**src/rtl/rij_pkg.sv**
```systemverilog
package rij_pkg;
  localparam int NFLAG    = 4;
  localparam int F_REOC   = 0;
  localparam int F_IEOC   = 1;
  localparam int F_ROVR   = 2;
  localparam int F_IOVR   = 3;
endpackage

```
**src/rtl/rij_trig_gate.sv**
```systemverilog
module rij_trig_gate #(
  parameter int NHW = 1
) (
  input  logic           clk,
  input  logic           rst,
  input  logic           sw_wr,
  input  logic [NHW-1:0] hw_trig,
  input  logic           busy,
  output logic           sw_bit,
  output logic           fire
);
  // start bit accepted only when the group is idle; lives one cycle
  always_ff @(posedge clk) begin
    if (rst) sw_bit <= 1'b0;
    else     sw_bit <= sw_wr && !busy && !sw_bit;
  end

  assign fire = sw_bit || (|hw_trig);
endmodule

```
**src/rtl/rij_lsb_pick.sv**
```systemverilog
module rij_lsb_pick #(
  parameter int N   = 9,
  parameter int IW  = $clog2(N)
) (
  input  logic [N-1:0]  req,
  output logic          hit,
  output logic [IW-1:0] idx,
  output logic [N-1:0]  oh
);
  always_comb begin
    hit = 1'b0;
    idx = '0;
    oh  = '0;
    for (int i = 0; i < N; i++) begin
      if (!hit && req[i]) begin
        hit   = 1'b1;
        idx   = IW'(i);
        oh[i] = 1'b1;
      end
    end
  end
endmodule

```
**src/rtl/rij_flag_bank.sv**
```systemverilog
module rij_flag_bank #(
  parameter int NF = 4
) (
  input  logic          clk,
  input  logic          rst,
  input  logic [NF-1:0] set,
  input  logic [NF-1:0] clr,
  input  logic [NF-1:0] en,
  output logic [NF-1:0] flags,
  output logic [NF-1:0] irq
);
  logic [NF-1:0] nxt;

  always_comb nxt = (flags & ~clr) | set;

  always_ff @(posedge clk) begin
    if (rst) begin
      flags <= '0;
      irq   <= '0;
    end else begin
      flags <= nxt;
      irq   <= nxt & en;
    end
  end
endmodule

```
**src/rtl/rij_conv_seq.sv**
```systemverilog
module rij_conv_seq
  import rij_pkg::*;
#(
  parameter int NCH = 9,
  parameter int CHW = $clog2(NCH)
) (
  input  logic             clk,
  input  logic             rst,
  input  logic             reg_sw_wr,
  input  logic             reg_sync,
  input  logic [CHW-1:0]   reg_chan,
  input  logic             inj_sw_wr,
  input  logic             inj_timer,
  input  logic             inj_pin,
  input  logic             inj_sync,
  input  logic [NCH-1:0]   inj_mask,
  input  logic             conv_done,
  input  logic [NFLAG-1:0] flag_clr,
  input  logic [NFLAG-1:0] irq_en,
  output logic             conv_start,
  output logic             conv_active,
  output logic             conv_inj,
  output logic [CHW-1:0]   conv_chan,
  output logic             reg_busy,
  output logic             inj_busy,
  output logic             reg_sw_bit,
  output logic             inj_sw_bit,
  output logic [NFLAG-1:0] flags,
  output logic [NFLAG-1:0] irq
);
  logic           reg_fire, inj_fire;
  logic [CHW-1:0] reg_lat;
  logic [NCH-1:0] inj_left, cur_oh;
  logic           pick_hit;
  logic [CHW-1:0] pick_idx;
  logic [NCH-1:0] pick_oh;
  logic           reg_ok, inj_ok;
  logic           done_reg, done_inj;
  logic [NFLAG-1:0] fset;

  rij_trig_gate #(.NHW(1)) u_reg_gate (
    .clk(clk), .rst(rst), .sw_wr(reg_sw_wr), .hw_trig(reg_sync),
    .busy(reg_busy), .sw_bit(reg_sw_bit), .fire(reg_fire)
  );

  rij_trig_gate #(.NHW(3)) u_inj_gate (
    .clk(clk), .rst(rst), .sw_wr(inj_sw_wr),
    .hw_trig({inj_sync, inj_pin, inj_timer}),
    .busy(inj_busy), .sw_bit(inj_sw_bit), .fire(inj_fire)
  );

  rij_lsb_pick #(.N(NCH), .IW(CHW)) u_pick (
    .req(inj_left), .hit(pick_hit), .idx(pick_idx), .oh(pick_oh)
  );

  assign reg_ok = reg_fire && !reg_busy && (int'(reg_chan) < NCH);
  assign inj_ok = inj_fire && !inj_busy && (|inj_mask);

  always_ff @(posedge clk) begin
    if (rst) begin
      reg_busy    <= 1'b0;
      inj_busy    <= 1'b0;
      reg_lat     <= '0;
      inj_left    <= '0;
      cur_oh      <= '0;
      conv_start  <= 1'b0;
      conv_active <= 1'b0;
      conv_inj    <= 1'b0;
      conv_chan   <= '0;
    end else begin
      conv_start <= 1'b0;
      if (reg_ok) begin
        reg_busy <= 1'b1;
        reg_lat  <= reg_chan;
      end
      if (inj_ok) begin
        inj_busy <= 1'b1;
        inj_left <= inj_mask;
      end
      if (conv_active) begin
        if (conv_done) begin
          conv_active <= 1'b0;
          if (conv_inj) begin
            inj_left <= inj_left & ~cur_oh;
            if ((inj_left & ~cur_oh) == '0) inj_busy <= 1'b0;
          end else begin
            reg_busy <= 1'b0;
          end
        end
      end else if (inj_busy && pick_hit) begin
        conv_start  <= 1'b1;
        conv_active <= 1'b1;
        conv_inj    <= 1'b1;
        conv_chan   <= pick_idx;
        cur_oh      <= pick_oh;
      end else if (reg_busy) begin
        conv_start  <= 1'b1;
        conv_active <= 1'b1;
        conv_inj    <= 1'b0;
        conv_chan   <= reg_lat;
      end
    end
  end

  assign done_reg = conv_active && conv_done && !conv_inj;
  assign done_inj = conv_active && conv_done &&  conv_inj;

  always_comb begin
    fset         = '0;
    fset[F_REOC] = done_reg;
    fset[F_IEOC] = done_inj;
    fset[F_ROVR] = done_reg && flags[F_REOC] && !flag_clr[F_REOC];
    fset[F_IOVR] = done_inj && flags[F_IEOC] && !flag_clr[F_IEOC];
  end

  rij_flag_bank #(.NF(NFLAG)) u_flags (
    .clk(clk), .rst(rst), .set(fset), .clr(flag_clr), .en(irq_en),
    .flags(flags), .irq(irq)
  );
endmodule

```
**config.mk**
```make
export PLATFORM = sky130hd
export DESIGN_NAME = rij_conv_seq
export DESIGN_NICKNAME = d
export VERILOG_FILES = /design/src/rtl/rij_pkg.sv /design/src/rtl/rij_trig_gate.sv /design/src/rtl/rij_lsb_pick.sv /design/src/rtl/rij_flag_bank.sv /design/src/rtl/rij_conv_seq.sv
export SDC_FILE = /design/constraint.sdc
export NUM_CORES = 1
export LEC_CHECK = 0
export BUFFER_PORTS_ARGS = -buffer_cell sky130_fd_sc_hd__buf_2
export CAP_MARGIN = 20
export CORE_UTILIZATION = 50
export CTS_CLUSTER_SIZE = 8
export DETAILED_ROUTE_END_ITERATION = 7
export HOLD_SLACK_MARGIN = 0.05
export PLACE_DENSITY = 0.73
export SLEW_MARGIN = 20
export SYNTH_ARGS = -nofsm -noshare
export SYNTH_HDL_FRONTEND = slang
export SYNTH_HIERARCHICAL = 1
export SYNTH_SLANG_ARGS = --single-unit
```
**constraint.sdc**
```tcl
create_clock -name clk -period 2.1 [get_ports clk]
set_input_delay 0.42 -clock clk [delete_from_list [all_inputs] [get_ports clk]]
set_output_delay 0.42 -clock clk [all_outputs]
set_load 0.05 [all_outputs]
```
==> impl_metrics.tcl, run 1 <==
set metrics [dict create \
    clockBufferDepth 2 \
    critical_path.top_delay_family "simple AND/OR/NAND/NOR gates" \
    n_fill_cell 341 \
    power.switching_fraction_pct 30.6 \
    synth_async_sr_flop_share_pct 0 \
    critical_path.max_fanout 10 \
    synth_area_leader_cell "dfxtp_1" \
    critical_path.n_buffers_inverters 0 \
    placement_cell_area_um2 2260 \
    max_cap_violations 0 \
    fin_skew_ns 0.00393 \
    synthesis.area_per_instance_um2 9.06 \
    avgViaCountPerCell 5.40 \
    number_of_cts_inserted_buffers 5 \
    fraction_of_power_consumed_by_combinational_cells_pct 22.1 \
    crit_chain "nor4_2 -> nand3b_1 -> nand2_1 -> or2_2 -> nand2_1 -> a21oi_1" \
    timing.final.crit_period_ns 1.84 \
    synth_enable_flop_cells 0 \
    final_design_area_no_fill_um2 2370 \
    ant_nets 0 \
    final_net_count 300 \
    die-width_um 64.9 \
    syn-instance-count 218 \
    timing_worst_slew_pin_value_ns 0.440 \
    gp_congestion 0.766 \
    max-slew-margin-rel_pct 70.5 \
    critPathMostFrequentCell "nand2_1" \
    clk_pin_slew_worst_paths_ns 0.08 \
    max_clock_freq_ghz 0.544 \
    top_ff_cell_synth "dfxtp_1" \
    coreArea_um2 3720 \
    drt-total-wl_um 4130 \
    min_path_type "in -> reg" \
    top_level_ports 49 \
    synth_top_area_share_pct 41.5 \
    power.ir.vdd_worst_v 0.000426 \
    routedWlPerCell_um 13.0 \
    start_kind "flop" \
    synth_seq_area_share_pct 41.5 \
    timing.critical_path.to_type "flop" \
    drt_first_iter_violations 99 \
    layout-drive-gt1-share_pct 31.5 \
    global_route_congestion_overflow_total 0 \
    total_leakage_power_uw 0.00102 \
    clk_root_buffer_cell "clkbuf_8" \
    tritoncts "done" \
    hpwl_um 3130 \
    syn-num-nets 248 \
    grt_antenna_before_repair 0 \
    synth_area_um2 1980 \
    antenna-diode-count 0 \
    seqPwrFrac_pct 46.2 \
    pwr-share-clk_pct 31.7 \
    ctsResizeCount 0 \
    fin_setup_tns_ns 0 \
    grt_setup_unrepaired "no" \
    ys_seq_elements 41 \
    critPathRequiredTime_ns 2.32 \
    cell_internal_pwr_uw 1320 \
    grt_start_max_net_pins 21 \
    mostFrequentLayoutCells "buf_2 (48), dfxtp_1 (41), nand2_1 (26), a21oi_1 (20)" \
    die-area_um2 4210 \
    worst_setup_path_category "reg -> reg" \
    run_status "finished clean" \
    worstSkewPairLatency_ns 0.29 \
    number_of_warnings_reported_in_the_yosys_synthesis_log 6 \
    place.port_buffers 48 \
    final_common_cell "buf_2" \
    cp_slowest_stage_delay_ns 0.39 \
    power.switching_uw 583 \
    fp.dieH_um 64.9 \
    final_min_period_over_clock_period_pct 87.5 \
    flow.area_growth_from_synthesis_pct 19.9 \
    synth_cell_type_count 46 \
    power.density_nw_per_um2 805 \
    synth_area_leaders "dfxtp_1 (42%), a21oi_1 (5.1%), nand2_1 (4.9%), mux2i_1 (4.1%), nand2b_4 (3.5%)" \
    post-cts-setup-buffer-count 0 \
    grt_pass1_wl_um 6840 \
    worst-endpoint-arrival_ns 2.06 \
    finalHoldViolCount 0 \
    drtPass1Iterations 4 \
    grt_util_all_layers_pct 21.2 \
    fin_util_pct 63.7 \
    drc 0 \
    cell_with_the_biggest_individual_delay_on_the_critical_path "dfxtp_1" \
    clock_sink_count 41 \
    detailroute.via_count 1717 \
    r2r_setup_slack_ns 0.26 \
    report.final.setup_viol 0 \
    initial_utilization_pct 53.2 \
    drv_slew 0 \
    ctsHtreeMaxLevel 2 \
    grt_pass1_vias 1546 \
    cts_hold_fix_bufs 0 \
    rows 22 \
]
synthesized netlist by cell type (2+ instances only):
master / n
nand2_1: 26
nor3b_1: 2
and2_1: 2
buf_2: 3
a32o_1: 5
dfxtp_1: 41
nor2_2: 2
and3_1: 2
inv_1: 15
a21oi_1: 20
nor4_4: 2
nand2b_4: 5
nor3_4: 2
buf_4: 3
nor4_1: 2
a211oi_1: 2
clkbuf_1: 2
a311oi_1: 5
o21ai_0: 4
nor3_1: 7
a221o_1: 4
a21oi_2: 4
nor4b_1: 2
nand2b_1: 7
nand3_1: 5
nor2b_1: 3
nor2_1: 15
mux2i_1: 8
worst reg2reg max path: stages (launching register included):
cell and delay [ns]:
dfxtp_1 0.39, nor4_2 0.39, nand3b_1 0.25, nand2_1 0.24, or2_2 0.27, nand2_1 0.09
a21oi_1 0.13
path summary, 6_finish.rpt:
check / startpoint / to / cells past startpoint
min reg2reg: cur_oh[0]$_SDFFE_PP0P_ / cur_oh[0]$_SDFFE_PP0P_ / 2
max: inj_left[6]$_SDFF_PP0_ / cur_oh[8]$_SDFFE_PP0P_ / 6
max reg2reg: inj_left[6]$_SDFF_PP0_ / cur_oh[8]$_SDFFE_PP0P_ / 6
min: irq_en[1] / u_flags/irq[1]$_SDFF_PP0_ / 3
flip-flops by register name, indices dropped and copies added, names as in the netlist:
signal             flops
cur_oh                 9
inj_left               9
conv_chan              4
reg_lat                4
u_flags/flags          4
u_flags/irq            4
conv_active            1
conv_inj               1
conv_start             1
inj_busy               1
reg_busy               1
u_inj_gate/sw_bit      1
u_reg_gate/sw_bit      1
area by class of cell:
| type | count | area [µm²] | area share (%) |
|---|---|---|---|
| Multi-Input combinational cell | 152 | 1040 | 43.8 |
| Tap cell | 48 | 60.1 | 2.54 |
| Sequential cell | 41 | 821 | 34.7 |
| Timing Repair Buffer | 54 | 285 | 12.0 |
| Clock buffer | 5 | 68.8 | 2.91 |
| Clock inverter | 2 | 35.0 | 1.48 |
| Inverter | 16 | 60.1 | 2.54 |
through the flow:
| step | hold slack [ns] | std cells | worst slack [ns] | power (µW) |
|---|---|---|---|---|
| finish | 0.369 | 318 | 0.262 | 1910 |
| detailed placement | 0.442 | 311 | 0.272 | 1320 |
| floorplan | 0.431 | 218 | 0.424 | 1210 |
| global route | 0.357 | 318 | 0.0297 | 2000 |
| global placement | 0.433 | 311 | 0.306 | 1320 |
| CTS | 0.363 | 318 | 0.250 | 1920 |
metal layers:
layer	up-vias	track usage [%]	part of all wire [%]
met2	45	32.9	46
met1	795	27.5	48
li1	872	-	-
met4	0	7.50	1.2
met5	-	0	0
met3	5	6.16	5.4
cells by family (layout without fill, tap and decap cells):
kind of cell    count (synthesis)  after routing  share of synthesized area, %
compound gates                 50             50                          18.4
flops                          41             41                          41.5
buf+inv                        25             77                          5.89
simple gates                   94             94                          30.1
mux                             8              8                          4.05
power groups by stage:
stage / Clock, µW / Combinational, µW / Sequential, µW
finish: 604 / 422 / 881
global route: 650 / 458 / 890
CTS: 614 / 424 / 881
detailed placement: 0 / 423 / 897
global placement: 0 / 418 / 899
floorplan: 0 / 222 / 984
Power figures use the tool's default switching activity.
==> inputs of run 2 (changes only) <==
- CORE_ASPECT_RATIO: unset -> 0.75
- clock period: 2.1 -> 2.35 ns (I/O delays scaled with it)
==> impl_metrics.tcl, run 2 (synthesized netlist as in run 1, its figures left out) <==
set metrics [dict create \
    finalHoldViolCount 0 \
    final_min_period_over_clock_period_pct 76.1 \
    report.final.setup_viol 0 \
    die-width_um 74.6 \
    crit-reg2reg-capture "cur_oh[7]$_SDFFE_PP0P_" \
    max_clock_freq_ghz 0.559 \
    fin_skew_ns 0.00639 \
    layout_setup_ws_ns 0.561 \
    die-area_um2 4210 \
    multi_input_gate_area_um2 1040 \
    layout-drive-gt1-share_pct 29.6 \
    fp.dieH_um 56.4 \
    start_kind "flop" \
    cell_depth_of_the_worst_flop_to_flop_path 6 \
    pwr-share-clk_pct 27.5 \
    power.switching_fraction_pct 32.3 \
    coreArea_um2 3710 \
    ctsHtreeMaxLevel 2 \
    avgViaCountPerCell 5.31 \
    power.ir.vdd_worst_v 0.000446 \
    routedWlPerCell_um 13.0 \
    n_fill_cell 359 \
    worst_setup_path_startpoint "inj_left[4]$_SDFF_PP0_" \
    grt_util_all_layers_pct 21.9 \
    flow.area_growth_from_synthesis_pct 17.4 \
    power.switching_uw 516 \
    detailedPlace.worstSlack_ns 0.508 \
    critical_path.max_fanout 10 \
    r2r_setup_slack_ns 0.56 \
    fraction_of_power_consumed_by_combinational_cells_pct 22.8 \
    rows 19 \
    timing_worst_slew_pin_value_ns 0.410 \
    drt-total-wl_um 4160 \
    timing.critical_path.to_type "flop" \
    antenna-diode-count 0 \
    drv_slew 0 \
    hold_ep "u_flags/irq[3]$_SDFF_PP0_" \
    drc 0 \
    place.port_buffers 48 \
    mostFrequentLayoutCells "buf_2 (48), dfxtp_1 (41), nand2_1 (26), a21oi_1 (20)" \
    hpwl_um 3160 \
    grt_pass1_wl_um 7090 \
    grt_pass1_vias 1520 \
    clk_root_buffer_cell "clkbuf_8" \
    seqPwrFrac_pct 49.7 \
    total_leakage_power_uw 0.000984 \
    top_regs "cur_oh x9, inj_left x9" \
    clk_pin_slew_worst_paths_ns 0.08 \
    final_common_cell "buf_2" \
    clock_sink_count 41 \
    cts_hold_fix_bufs 0 \
    fin_setup_tns_ns 0 \
    global_route_congestion_overflow_total 0 \
    final_net_count 296 \
    layout.area.seq_um2 821 \
    critPathRequiredTime_ns 2.57 \
    ctsResizeCount 0 \
    ff_to_ff_start "inj_left[4]$_SDFF_PP0_" \
    post-cts-setup-buffer-count 0 \
    top_level_ports 49 \
    drtPass1Iterations 4 \
    timing.final.crit_period_ns 1.79 \
    detailroute.via_count 1694 \
    grt_setup_unrepaired "no" \
    initial_utilization_pct 53.3 \
    worst_setup_path_category "reg -> reg" \
    clockBufferDepth 2 \
    gp_congestion 0.783 \
    worstHoldStart "irq_en[3]" \
    worstSkewPairLatency_ns 0.28 \
    drt_first_iter_violations 90 \
    max_cap_violations 0 \
    worst-endpoint-arrival_ns 2.01 \
    ant_nets 0 \
    cell_internal_pwr_uw 1080 \
    fin_util_pct 62.6 \
    run_status "finished clean" \
    power.density_nw_per_um2 688 \
    tritoncts "done" \
    grt_start_max_net_pins 22 \
    max-slew-margin-rel_pct 72.5 \
    number_of_cts_inserted_buffers 5 \
    grt_antenna_before_repair 0 \
    min_path_cells 3 \
    min_path_type "in -> reg" \
]
run 2: per-layer routing:
metal / global-route usage [%] / vias up / part of all wire, %
met4: 4.85 / 0 / 0.65
met1: 34.2 / 767 / 50
met5: 0 / - / 0
met2: 30.4 / 55 / 41
met3: 4.49 / 5 / 7.8
li1: - / 867 / -
run 2: metrics by stage:
stage	cell area (µm²)	total power [µW]	hold WS, ns	instances
after floorplan	1980	1080	0.431	218
after global routing	2320	1680	0.412	319
final	2320	1600	0.422	319
after CTS	2320	1610	0.418	319
after global placement	2240	1170	0.430	311
after detailed placement	2240	1170	0.440	311
run 2: area by class of cell:
cell class              count  share of cell area [%]
multi-input cells         152                    44.8
flip-flops and latches     41                    35.4
repair buffers             50                    11.0
clock buffers               8                    3.45
well taps                  52                    2.80
inverters                  16                    2.59
run 2: worst max path at each step:
stage	endpoint	slack [ns]	depth (start not counted)
5_1_grt	cur_oh[3]$_SDFFE_PP0P_	0.34	6
3_3_place_gp	inj_left[7]$_SDFF_PP0_	0.52	6
4_1_cts	cur_oh[7]$_SDFFE_PP0P_	0.56	6
3_5_place_dp	inj_left[5]$_SDFF_PP0_	0.51	6
6_report	cur_oh[7]$_SDFFE_PP0P_	0.56	6
2_1_floorplan	inj_left[5]$_SDFF_PP0_	0.65	5
run 2: critical path, cell delays in order, from the launching register on:
cell and delay, ns:
dfxtp_1 0.39, nor4_2 0.37, nand3b_1 0.24, nand2_1 0.24
or2_2 0.26, nand2_1 0.08, a21oi_1 0.14
run 2: power by group through the flow:
| stage | Sequential (µW) | Combinational (µW) | Clock, µW |
|---|---|---|---|
| after floorplan | 879 | 198 | 0 |
| after global placement | 808 | 360 | 0 |
| after detailed placement | 808 | 363 | 0 |
| after CTS | 793 | 365 | 451 |
| after global routing | 802 | 398 | 481 |
| final | 793 | 364 | 439 |
